## config.mk

```make
export PLATFORM = sky130hd
export DESIGN_NAME = uart_frame_tx
export DESIGN_NICKNAME = d
export VERILOG_FILES = /design/src/rtl/uart_tx_pkg.sv /design/src/rtl/uart_tx_framer.sv /design/src/rtl/uart_tx_serializer.sv /design/src/rtl/uart_frame_tx.sv
export SDC_FILE = /design/constraint.sdc
export NUM_CORES = 1
export LEC_CHECK = 0
export BUFFER_PORTS_ARGS = -buffer_cell sky130_fd_sc_hd__buf_2
export CAP_MARGIN = 10
export CORE_UTILIZATION = 55
export DETAILED_ROUTE_END_ITERATION = 10
export PLACE_DENSITY = 0.78
export SLEW_MARGIN = 5
export SYNTH_ARGS = -nofsm -noshare
export SYNTH_HDL_FRONTEND = slang
export SYNTH_SLANG_ARGS = --single-unit
```

## constraint.sdc

```tcl
create_clock -name clk_i -period 2.21 [get_ports clk_i]
set_input_delay 0.442 -clock clk_i [delete_from_list [all_inputs] [get_ports clk_i]]
set_output_delay 0.442 -clock clk_i [all_outputs]
set_load 0.02 [all_outputs]
```

## src/rtl/uart_tx_pkg.sv

```systemverilog
package uart_tx_pkg;

  typedef enum logic [1:0] {
    PAR_NONE = 2'b00,
    PAR_ZERO = 2'b01,
    PAR_EVEN = 2'b10,
    PAR_ODD  = 2'b11
  } par_mode_e;

  typedef enum logic [1:0] {
    STOP_NIL = 2'b00,
    STOP_ONE = 2'b01,
    STOP_TWO = 2'b10,
    STOP_BAD = 2'b11
  } stop_mode_e;

  typedef struct packed {
    logic       len_full;
    logic       lsb_first;
    par_mode_e  par;
    stop_mode_e stop;
  } frame_cfg_t;

endpackage

```

## src/rtl/uart_tx_framer.sv

```systemverilog
// Combinational frame builder: lays out start, ordered data, parity and
// stop bits in transmit order (bit 0 leaves first) and gives the bit count.
module uart_tx_framer
  import uart_tx_pkg::*;
#(
  parameter int DATA_W  = 8,
  parameter int FRAME_W = DATA_W + 4,
  parameter int CNT_W   = $clog2(FRAME_W + 1)
) (
  input  logic [DATA_W-1:0]  data_i,
  input  frame_cfg_t         cfg_i,
  output logic [FRAME_W-1:0] frame_o,
  output logic [CNT_W-1:0]   nbits_o
);

  logic [DATA_W-1:0] rev_full;
  logic [DATA_W-1:0] rev_short;
  logic [DATA_W-1:0] masked;
  logic [DATA_W-1:0] ordered;
  logic [CNT_W-1:0]  dlen;
  logic [CNT_W-1:0]  stops;
  logic              par_en;
  logic              par_bit;

  // Reversed views for MSB-first order, one for each data length.
  for (genvar g = 0; g < DATA_W; g++) begin : g_ord
    assign rev_full[g] = data_i[DATA_W-1-g];
    if (g < DATA_W - 1) begin : g_short
      assign rev_short[g] = data_i[DATA_W-2-g];
    end else begin : g_pad
      assign rev_short[g] = 1'b0;
    end
  end

  always_comb begin
    masked = data_i;
    if (!cfg_i.len_full) masked[DATA_W-1] = 1'b0;
    dlen = cfg_i.len_full ? CNT_W'(DATA_W) : CNT_W'(DATA_W - 1);
  end

  always_comb begin
    if (cfg_i.lsb_first)     ordered = masked;
    else if (cfg_i.len_full) ordered = rev_full;
    else                     ordered = rev_short;
  end

  // Parity covers only the bits that are sent.
  always_comb begin
    par_en = (cfg_i.par != PAR_NONE);
    unique case (cfg_i.par)
      PAR_EVEN: par_bit = ^masked;
      PAR_ODD:  par_bit = ~^masked;
      default:  par_bit = 1'b0;
    endcase
  end

  always_comb begin
    stops = (cfg_i.stop == STOP_TWO) ? CNT_W'(2) : CNT_W'(1);
  end

  always_comb begin
    frame_o    = '1;
    frame_o[0] = 1'b0;
    for (int i = 0; i < DATA_W; i++) begin
      if (CNT_W'(i) < dlen) frame_o[1+i] = ordered[i];
    end
    if (par_en) frame_o[1 + int'(dlen)] = par_bit;
    nbits_o = CNT_W'(1) + dlen + CNT_W'(par_en) + stops;
  end

endmodule

```

## src/rtl/uart_tx_serializer.sv

```systemverilog
// Tick-paced shifter. A loaded frame waits for one arming tick so that the
// start bit lasts a full tick interval, then one bit per tick.
module uart_tx_serializer #(
  parameter int FRAME_W = 12,
  parameter int CNT_W   = $clog2(FRAME_W + 1)
) (
  input  logic               clk_i,
  input  logic               rst_ni,
  input  logic               tick_i,
  input  logic               load_i,
  input  logic [FRAME_W-1:0] frame_i,
  input  logic [CNT_W-1:0]   nbits_i,
  output logic               busy_o,
  output logic               line_o,
  output logic               done_o
);

  logic               busy_q;
  logic               live_q;
  logic               done_q;
  logic [FRAME_W-1:0] shreg_q;
  logic [CNT_W-1:0]   cnt_q;
  logic [CNT_W-1:0]   nbits_q;
  logic               last_bit;

  assign last_bit = (cnt_q == nbits_q - CNT_W'(1));

  always_ff @(posedge clk_i or negedge rst_ni) begin
    if (!rst_ni) begin
      busy_q  <= 1'b0;
      live_q  <= 1'b0;
      done_q  <= 1'b0;
      shreg_q <= '1;
      cnt_q   <= '0;
      nbits_q <= '0;
    end else begin
      done_q <= 1'b0;
      if (load_i && !busy_q) begin
        busy_q  <= 1'b1;
        live_q  <= 1'b0;
        shreg_q <= frame_i;
        cnt_q   <= '0;
        nbits_q <= nbits_i;
      end else if (busy_q && tick_i) begin
        if (!live_q) begin
          live_q <= 1'b1;
        end else if (last_bit) begin
          busy_q  <= 1'b0;
          live_q  <= 1'b0;
          done_q  <= 1'b1;
          shreg_q <= '1;
        end else begin
          shreg_q <= {1'b1, shreg_q[FRAME_W-1:1]};
          cnt_q   <= cnt_q + CNT_W'(1);
        end
      end
    end
  end

  assign line_o = live_q ? shreg_q[0] : 1'b1;
  assign busy_o = busy_q;
  assign done_o = done_q;

  assert_line_moves_on_tick_R3: assert property (@(posedge clk_i) disable iff (!rst_ni)
    !$stable(line_o) |-> $past(tick_i));

  assert_start_bit_low_R3: assert property (@(posedge clk_i) disable iff (!rst_ni)
    $rose(live_q) |-> !line_o);

  assert_end_single_R9: assert property (@(posedge clk_i) disable iff (!rst_ni)
    done_o |=> !done_o);

  assert_end_with_release_R9: assert property (@(posedge clk_i) disable iff (!rst_ni)
    done_o |-> $fell(busy_o));

  assert_count_in_frame_R8: assert property (@(posedge clk_i) disable iff (!rst_ni)
    busy_q |-> (cnt_q < nbits_q));

endmodule

```

## src/rtl/uart_frame_tx.sv

```systemverilog
module uart_frame_tx
  import uart_tx_pkg::*;
#(
  parameter int DATA_W = 8
) (
  input  logic              clk_i,
  input  logic              rst_ni,
  input  logic              tick_i,
  input  logic              in_valid_i,
  output logic              in_ready_o,
  input  logic [DATA_W-1:0] in_data_i,
  input  logic              cfg_len8_i,
  input  logic              cfg_lsb_first_i,
  input  logic [1:0]        cfg_parity_i,
  input  logic [1:0]        cfg_stop_i,
  output logic              txd_o,
  output logic              busy_o,
  output logic              tx_end_o
);

  localparam int FRAME_W = DATA_W + 4;
  localparam int CNT_W   = $clog2(FRAME_W + 1);

  frame_cfg_t         cfg;
  logic [FRAME_W-1:0] frame;
  logic [CNT_W-1:0]   nbits;
  logic               accept;
  logic               busy;

  assign cfg.len_full  = cfg_len8_i;
  assign cfg.lsb_first = cfg_lsb_first_i;
  assign cfg.par       = par_mode_e'(cfg_parity_i);
  assign cfg.stop      = stop_mode_e'(cfg_stop_i);

  assign in_ready_o = !busy;
  assign accept     = in_valid_i && in_ready_o;

  uart_tx_framer #(
    .DATA_W (DATA_W),
    .FRAME_W(FRAME_W),
    .CNT_W  (CNT_W)
  ) u_framer (
    .data_i (in_data_i),
    .cfg_i  (cfg),
    .frame_o(frame),
    .nbits_o(nbits)
  );

  uart_tx_serializer #(
    .FRAME_W(FRAME_W),
    .CNT_W  (CNT_W)
  ) u_ser (
    .clk_i  (clk_i),
    .rst_ni (rst_ni),
    .tick_i (tick_i),
    .load_i (accept),
    .frame_i(frame),
    .nbits_i(nbits),
    .busy_o (busy),
    .line_o (txd_o),
    .done_o (tx_end_o)
  );

  assign busy_o = busy;

  assert_accept_needs_ready_R2: assert property (@(posedge clk_i) disable iff (!rst_ni)
    $rose(busy_o) |-> $past(in_valid_i && in_ready_o));

  assert_idle_line_high_R1: assert property (@(posedge clk_i) disable iff (!rst_ni)
    $fell(busy_o) |-> txd_o);

endmodule

```

==> results.json <==
{
  "cts_sinks": 21,
  "clk_path_buf_depth": 2,
  "clkTransAtPathRegs_ns": 0.12,
  "slowest_delay_ns": 0.39,
  "regToRegStartpoint": "u_ser.nbits_q[0]",
  "syn_area_per_cell_um2": 9.350,
  "die_width_um": 52.16,
  "cp_slowest_cell": "dfrtp_1",
  "min_path_type": "in2async",
  "period_minus_slack_ns": 1.811,
  "routed_wl_um": 2694,
  "worstPathRequired_ns": 2.40,
  "vias": 1110,
  "postCtsSetupBuffers": 0,
  "antenna_found_initial": 0,
  "top_level_ports": 22,
  "n_fill_cell": 195,
  "final.setup_skew_ns": 0.007334,
  "fin_util": 0.6705,
  "start_util": 0.6024,
  "cp.arrival_ns": 2.00,
  "crit_chain": "inv_1 -> ha_1 -> xor2_1 -> nand3_1 -> o21ai_1 -> mux2i_1 -> nor2_1",
  "startpoint": "u_ser.nbits_q[0]",
  "finalHoldViolations": 0,
  "endpoint": "u_ser.cnt_q[1]",
  "synthFlopType": "dfrtp_1",
  "yosysTopAreaCellShare": 0.1989,
  "ir_drop_mv": 0.5330,
  "worst_slack_ns": 0.3987,
  "core_area_mm2": 0.002297,
  "worst_slew_margin_rel": 0.6332,
  "diodes": 0,
  "cts_made_buffers": 3,
  "cts_tree": "done",
  "critPathKind": "reg2reg",
  "drc": 0,
  "grt_setup_unrepaired": "no",
  "grtUsageMet1": 0.3190,
  "async_reset_ff_frac": 1.000,
  "met3_usage": 0.02632,
  "htreeDepth": 1,
  "dp_hpwl_um": 2070,
  "fp.dieH_um": 52.16,
  "fmax_mhz": 552.1,
  "fin_crit_sh": 0.8196,
  "drive_above_1_share": 0.2235,
  "yosysWarnings": 0,
  "final_nets": 197,
  "reg2regPathDepth": 7,
  "startpoint_type": "register",
  "postCtsHoldBufs": 0,
  "setup_violations": 0,
  "met2_usage": 0.3953,
  "via_per_inst": 5.606,
  "cp.depth": 7,
  "cp-end-kind": "register",
  "yosys.area.top_type": "dfrtp_1",
  "power_leakage_nw": 0.7335,
  "synth_area_mm2": 0.001384,
  "r2r_end": "u_ser.cnt_q[1]",
  "clk_latency_ns": 0.30,
  "io_buffers": 21,
  "cp_max_fo": 4,
  "die_area_mm2": 0.002721,
  "ys_types": 29,
  "yosysSeqAreaShare": 0.3888,
  "cts.repair.resized": 0,
  "tightest_slew_ns": 0.5460,
  "place_ws_ns": 0.1638,
  "drtAntennaViolNets": 0,
  "synthCells": 148,
  "drt-initial-drc-count": 27,
  "wl_per_cell_um": 13.61,
  "syn-num-nets": 174,
  "cts_root_buf": "clkbuf_4",
  "grt_overflow": 0,
  "fin_tns_setup_ns": 0,
  "synth_edf_count": 0,
  "grt_pass1_vias": 1074,
  "path_buf_inv": 1,
  "critPathTopFamily": "flip-flops",
  "status": "completed",
  "num_rows": 17,
  "area_delta_synth_final_pct": 11.30,
  "max-cap-violations": 0,
  "grt_busiest_layer": "met2",
  "place_congestion": 0.8183,
  "grt_max_degree": 22,
  "finalPower_mw": 1.636,
  "grt_pass1_wl_um": 4733,
  "powerDensity_mw_per_mm2": 1062,
  "synth_area_leaders": "dfrtp_1 (20%), dfstp_2 (19%), ha_1 (6.3%), mux2i_1 (5.8%), o21ai_0 (5.8%)",
  "rrSetupSlack_ns": 0.40,
  "ys_ff_latch": 21,
  "firstDrtPassIters": 4,
  "slew_violations": 0,
  "track_usage": 0.2382
}
-- routing by layer --
layer / wire length, µm / part of all wire
met5: 0 / 0
met4: 46 / 0.017
met3: 80 / 0.030
met2: 1302 / 0.48
met1: 1266 / 0.47
-- how the worst min path moves through the flow --
stage | end | slack, ns
detailed placement | u_ser.cnt_q[0] | 0.42
CTS | u_ser.live_q | 0.08
finish | u_ser.live_q | 0.07
global route | u_ser.busy_o | 0.09
global placement | u_ser.cnt_q[2] | 0.41
floorplan | u_ser.busy_o | 0.15
-- cell usage after synthesis (2+ instances only) --
cell type / count
inv_1: 8
nor2_1: 13
a211o_1: 2
o21ai_0: 16
xor2_1: 6
ha_1: 7
o211ai_1: 3
dfstp_2: 10
xnor3_1: 2
nand2b_1: 2
nand3_1: 3
a21oi_1: 7
dfrtp_1: 11
nand2_1: 18
a22oi_1: 6
mux2i_1: 8
clkbuf_1: 4
nor3_1: 5
xnor2_1: 7
-- cell usage in the layout (no fill, tap or decap), types with 2 or more instances in the layout --
cell,netlist,final
a22oi_1,6,6
a21oi_1,7,7
nand3_1,3,3
nand2b_1,2,2
mux2i_1,8,8
nor2_1,13,13
buf_4,0,2
ha_1,7,7
o21ai_0,16,16
nor3_1,5,5
a211o_1,2,2
nand2_1,18,18
inv_1,8,8
o211ai_1,3,3
clkbuf_4,0,3
dfstp_2,10,10
xnor3_1,2,2
xor2_1,6,6
buf_2,0,21
dfrtp_1,11,11
xnor2_1,7,7
-- logic make-up (layout without fill, tap and decap cells) --
| group | count (synthesis) | in the layout | share of synthesized area |
|---|---|---|---|
| XOR/XNOR | 16 | 16 | 0.1347 |
| flip-flops | 21 | 21 | 0.3888 |
| multiplexers | 8 | 8 | 0.05787 |
| adder cells (fa/ha/maj) | 8 | 8 | 0.07776 |
| buffers and inverters | 13 | 35 | 0.04068 |
| AND/OR/NAND/NOR | 43 | 43 | 0.1311 |
| AO/OA/AOI/OAI | 39 | 39 | 0.1691 |
-- cell type report --
class                   instances  area, µm²  share of cell area
clock buffers                   3      22.52             0.01462
clock inverters                 1      5.005            0.003249
inverters                       8      30.03             0.01950
multi-input cells             114      789.5              0.5126
flip-flops and latches         21      538.0              0.3493
well taps                      28      35.03             0.02275
repair buffers                 23      120.1             0.07799
-- report_power, final --
group	leakage (nW)	internal, mW	total, mW	switching (mW)
clock network	0.0177	0.0673	0.179	0.111
logic	0.482	0.329	0.721	0.391
registers	0.234	0.608	0.737	0.128
-- sequential cells by signal, summed over array words and instances, names as in the netlist --
name,cells
u_ser.cnt_q,4
u_ser.nbits_q,4
u_ser.shreg_q,10
u_ser.busy_o,1
u_ser.live_q,1
u_ser.done_o,1
-- metrics by stage --
stage / instances / cell area [µm²] / hold slack (ns)
final: 198 / 1540 / 0.07080
after global routing: 198 / 1540 / 0.09144
after CTS: 198 / 1540 / 0.08154
after detailed placement: 194 / 1513 / 0.4150
after global placement: 194 / 1513 / 0.4103
after floorplan: 148 / 1384 / 0.1464
Power figures use the tool's default switching activity.
